`src/rtl/trace_pkg.sv`:
```
package trace_pkg;
  localparam int unsigned MODE_W = 2;

  typedef enum logic [MODE_W-1:0] {
    TM_OFF  = 2'b00,
    TM_FLOW = 2'b01,
    TM_ALL  = 2'b10,
    TM_RSVD = 2'b11
  } trace_mode_e;
endpackage

```
`src/rtl/trace_mode_latch.sv`:
```
module trace_mode_latch
  import trace_pkg::*;
(
  input  logic              clk_i,
  input  logic              rst_ni,
  input  logic              start_i,
  input  logic [MODE_W-1:0] mode_i,
  output logic [MODE_W-1:0] mode_q_o,
  output trace_mode_e       mode_eff_o
);
  logic [MODE_W-1:0] mode_q;

  always_ff @(posedge clk_i or negedge rst_ni) begin
    if (!rst_ni)      mode_q <= TM_OFF;
    else if (start_i) mode_q <= mode_i;
  end

  assign mode_q_o   = mode_q;
  // single-cycle instruction uses live field
  assign mode_eff_o = trace_mode_e'(start_i ? mode_i : mode_q);
endmodule

```
`src/rtl/trace_cp_flow.sv`:
```
module trace_cp_flow (
  input  logic clk_i,
  input  logic rst_ni,
  input  logic start_i,
  input  logic prim_i,
  input  logic dr_i,
  output logic dr_q_o,
  output logic dr_hit_o
);
  logic dr_q;
  logic dr_set;

  assign dr_set = prim_i & dr_i;

  always_ff @(posedge clk_i or negedge rst_ni) begin
    if (!rst_ni)      dr_q <= 1'b0;
    else if (start_i) dr_q <= dr_set;
    else if (dr_set)  dr_q <= 1'b1;
  end

  assign dr_q_o   = dr_q;
  assign dr_hit_o = (dr_q & ~start_i) | dr_set;
endmodule

```
`src/rtl/trace_decide.sv`:
```
module trace_decide
  import trace_pkg::*;
(
  input  trace_mode_e mode_i,
  input  logic        sr_write_i,
  input  logic        flow_chg_i,
  input  logic        cp_gen_i,
  input  logic        dr_hit_i,
  output logic        hit_o
);
  always_comb begin
    unique case (mode_i)
      TM_ALL:  hit_o = 1'b1;
      TM_FLOW: hit_o = cp_gen_i ? dr_hit_i : (sr_write_i | flow_chg_i);
      default: hit_o = 1'b0;
    endcase
  end
endmodule

```
`src/rtl/trace_unit.sv`:
```
module trace_unit
  import trace_pkg::*;
(
  input  logic       clk_i,
  input  logic       rst_ni,
  input  logic [1:0] trace_mode_i,
  input  logic       insn_start_i,
  input  logic       insn_retire_i,
  input  logic       sr_write_i,
  input  logic       flow_chg_i,
  input  logic       cp_gen_i,
  input  logic       cp_prim_i,
  input  logic       cp_dr_i,
  output logic       trace_pending_o,
  output logic       take_trace_o
);
  logic [MODE_W-1:0] mode_q;
  trace_mode_e       mode_eff;
  logic              dr_q;
  logic              dr_hit;
  logic              hit;
  logic              take_q;

  trace_mode_latch u_mode (
    .clk_i     (clk_i),
    .rst_ni    (rst_ni),
    .start_i   (insn_start_i),
    .mode_i    (trace_mode_i),
    .mode_q_o  (mode_q),
    .mode_eff_o(mode_eff)
  );

  trace_cp_flow u_cp (
    .clk_i   (clk_i),
    .rst_ni  (rst_ni),
    .start_i (insn_start_i),
    .prim_i  (cp_prim_i),
    .dr_i    (cp_dr_i),
    .dr_q_o  (dr_q),
    .dr_hit_o(dr_hit)
  );

  trace_decide u_dec (
    .mode_i    (mode_eff),
    .sr_write_i(sr_write_i),
    .flow_chg_i(flow_chg_i),
    .cp_gen_i  (cp_gen_i),
    .dr_hit_i  (dr_hit),
    .hit_o     (hit)
  );

  assign trace_pending_o = insn_retire_i & hit;

  always_ff @(posedge clk_i or negedge rst_ni) begin
    if (!rst_ni) take_q <= 1'b0;
    else         take_q <= trace_pending_o;
  end

  assign take_trace_o = take_q;
endmodule

```
`config.mk`:
```
export PLATFORM = sky130hd
export DESIGN_NAME = trace_unit
export DESIGN_NICKNAME = d
export VERILOG_FILES = /design/src/rtl/trace_pkg.sv /design/src/rtl/trace_mode_latch.sv /design/src/rtl/trace_cp_flow.sv /design/src/rtl/trace_decide.sv /design/src/rtl/trace_unit.sv
export SDC_FILE = /design/constraint.sdc
export NUM_CORES = 1
export LEC_CHECK = 0
export ABC_AREA = 0
export BUFFER_PORTS_ARGS = -buffer_cell sky130_fd_sc_hd__buf_2
export CORE_AREA = 2 2 39 41
export DETAILED_ROUTE_END_ITERATION = 16
export DIE_AREA = 0 0 41 43
export HOLD_SLACK_MARGIN = 0.05
export SKIP_LAST_GASP = 1
export SLEW_MARGIN = 5
export SYNTH_ARGS = -nofsm -noshare
export SYNTH_HDL_FRONTEND = slang
export SYNTH_HIERARCHICAL = 1
export SYNTH_SLANG_ARGS = --single-unit
```
`constraint.sdc`:
```
create_clock -name clk_i -period 2.2 [get_ports clk_i]
set_clock_uncertainty 0.05 [all_clocks]
set_input_delay 0.22 -clock clk_i [delete_from_list [all_inputs] [get_ports clk_i]]
set_output_delay 0.22 -clock clk_i [all_outputs]
set_load 0.05 [all_outputs]
```
==> impl_metrics.tcl <==
set metrics [dict create \
    num_rows 14 \
    netlist_area_sq_um 209.0 \
    grt_max_degree 5 \
    tightest_slew_ns 0.2301 \
    syn_area_per_cell_sq_um 10.45 \
    cp-start-kind "register" \
    n_antenna_cell 0 \
    clockRootBuffer "clkbuf_4" \
    synth-seq-cells 4 \
    drv_slew 0 \
    final_cell_mix "11 x buf_2, 4 x dfrtp_1, 3 x clkbuf_4, 3 x inv_1, 2 x o21ai_1" \
    report.power.total_mw 0.2433 \
    overflow 0 \
    path_max_fanout 3 \
    whs_path_depth 2 \
    power-per-cell-area_nw_per_um2 652.4 \
    layout.nets 52 \
    ant_nets 0 \
    coreArea_sq_um 1384 \
    cp_slowest_cell "dfrtp_1" \
    fillers 153 \
    final_util_pct 26.94 \
    synth_seq_area_share_pct 47.90 \
    port_buffers 12 \
    gp_congestion 0.6191 \
    dr.pass1.iters 1 \
    antenna_found_initial 0 \
    slew_headroom_pct 84.54 \
    cp.required_ns 1.93 \
    hpwlAfterDp_um 347.7 \
    cp.arrival_ns 1.82 \
    final_area_sq_um 372.9 \
    synthCells 20 \
    rsz0062_at_grt "no" \
    grt_use_total_pct 5.829 \
    place_area_sq_um 289.0 \
    hold_viol 0 \
    area_growth_pct 78.44 \
    die_area_sq_um 1763 \
    drcViolationCount 0 \
    worstReg2RegStart "u_mode/mode_q_o[0]" \
    via_per_inst 3.642 \
    reg2reg_depth 7 \
    clock.fmax_mhz 478.0 \
    cts_htree_levels 1 \
    ys_types 11 \
    die_h_um 43 \
    crit_type "reg -> out" \
    wl_per_cell_um 8.113 \
    hp-start "insn_start_i" \
    io_pins 13 \
    yosysWarnings 6 \
    clkLatencyLatePin_ns 0.23 \
    multi_input_area_sq_um 127.6 \
    clock_sinks 4 \
    clk_pin_slew_worst_paths_ns 0.04 \
    grt_pass1_vias 197 \
    totalWireLength_um 430 \
    synth_nets 33 \
    vdd_drop_max_v 0.0001392 \
    grt_pass1_wl_um 614 \
    finalSetupViolations 0 \
    start_util_pct 15.10 \
    fin_crit_ns 2.092 \
    regArea_sq_um 100.1 \
    status "finished clean" \
    hp-class "in -> reg" \
    cap_violations 0 \
    max_stage_delay_ns 0.35 \
    drive_above_1_share_pct 62.16 \
    drt_iter0_drc 0 \
    endpoint_kind "output port" \
    tritoncts "yes" \
    fin_crit_sh_pct 95.10 \
    p_leak_nw 0.1918 \
    setup_tns_ns 0 \
    startpoint "u_mode/mode_q_o[0]" \
    via_count 193 \
    crit_chain "mux2_4 -> inv_2 -> ha_4 -> nand2b_4 -> o32ai_2 -> and2_4 -> buf_8" \
    final_common_cell "buf_2" \
    fp.dieW_um 41 \
    cts.path.max_buffers 2 \
    cts_made_buffers 3 \
]
-- what timing repair did --
action,in CTS,in global routing
setup endpoints to repair,1,1
pin swaps,0,1
resized for setup,2,7
hold buffers,1,0
endpoints found under the hold margin,4,0
buffers inserted,0,1
-- through the flow --
stage | hold WS [ns] | setup slack, ns | cells
global route | 0.1957 | 0.03314 | 53
global placement | -0.02383 | 0.1154 | 48
CTS | 0.1599 | 0.002442 | 52
floorplan | -0.1256 | 0.2179 | 20
detailed placement | -0.02293 | 0.09985 | 48
finish | 0.1799 | 0.1078 | 53
-- sequential cells by signal (all words and copies together) (netlist names) --
| signal | count |
|---|---|
| take_trace_o | 1 |
| u_cp/dr_q_o | 1 |
| u_mode/mode_q_o | 2 |
-- Yosys cell counts --
master	instances	area, sq um
o21ai_1	2	10.01
dfrtp_1	4	100.1
and2_1	1	6.260
mux2_2	2	22.52
nor3_1	1	5.000
nand2b_1	1	6.260
o32ai_1	1	8.760
inv_1	4	15.01
ha_1	2	25.02
nor2b_1	1	6.260
nand2_1	1	3.750
-- critical path, delay by kind of cell, from the launching register on --
kind,cells,cell delay [ns]
muxes,1,0.29
adders and majority gates,1,0.20
and+or+nand+nor,2,0.31
DFF,1,0.35
AOI/OAI and AO/OA,1,0.23
buffers and inverters,2,0.21
-- area by class of cell --
type	instances	area share, %
clock buffer	3	6.040
inverter	4	4.027
multi-input combinational	12	34.23
sequential	4	26.85
tap	16	5.369
timing repair buffer	14	23.49
-- power breakdown --
| part | switching (mW) | internal, mW | leakage (nW) | total, mW |
|---|---|---|---|---|
| clock network | 0.0261 | 0.0607 | 0.0138 | 0.0868 |
| logic | 0.0354 | 0.0386 | 0.129 | 0.0740 |
| registers | 0.00153 | 0.0809 | 0.0491 | 0.0824 |
| total | 0.0630 | 0.180 | 0.192 | 0.243 |
-- cell families after synthesis --
logic type,Yosys count,share of synthesized area (%)
fa+ha+maj,2,11.97
mux,2,10.78
simple gates,5,13.18
flops,4,47.91
compound gates,3,8.983
buf+inv,4,7.184
-- layer usage --
layer / global-route usage (%) / up-vias / share of wire, %
met5: 0 / - / 0
met4: 10.00 / 0 / 0
met3: 1.571 / 0 / 9.8
met2: 7.500 / 9 / 49
met1: 5.161 / 84 / 41
li1: - / 100 / -
-- final timing paths --
kind | endpoint | slack [ns]
max | trace_pending_o | 0.11
min | u_cp/dr_q_o | 0.18
max reg2reg | take_trace_o | 0.54
min reg2reg | u_mode/mode_q_o[0] | 0.46
max in group asynchronous | take_trace_o | 1.71
min in group asynchronous | u_mode/mode_q_o[1] | 0.28
No activity file was read; power rests on OpenSTA's default activity.
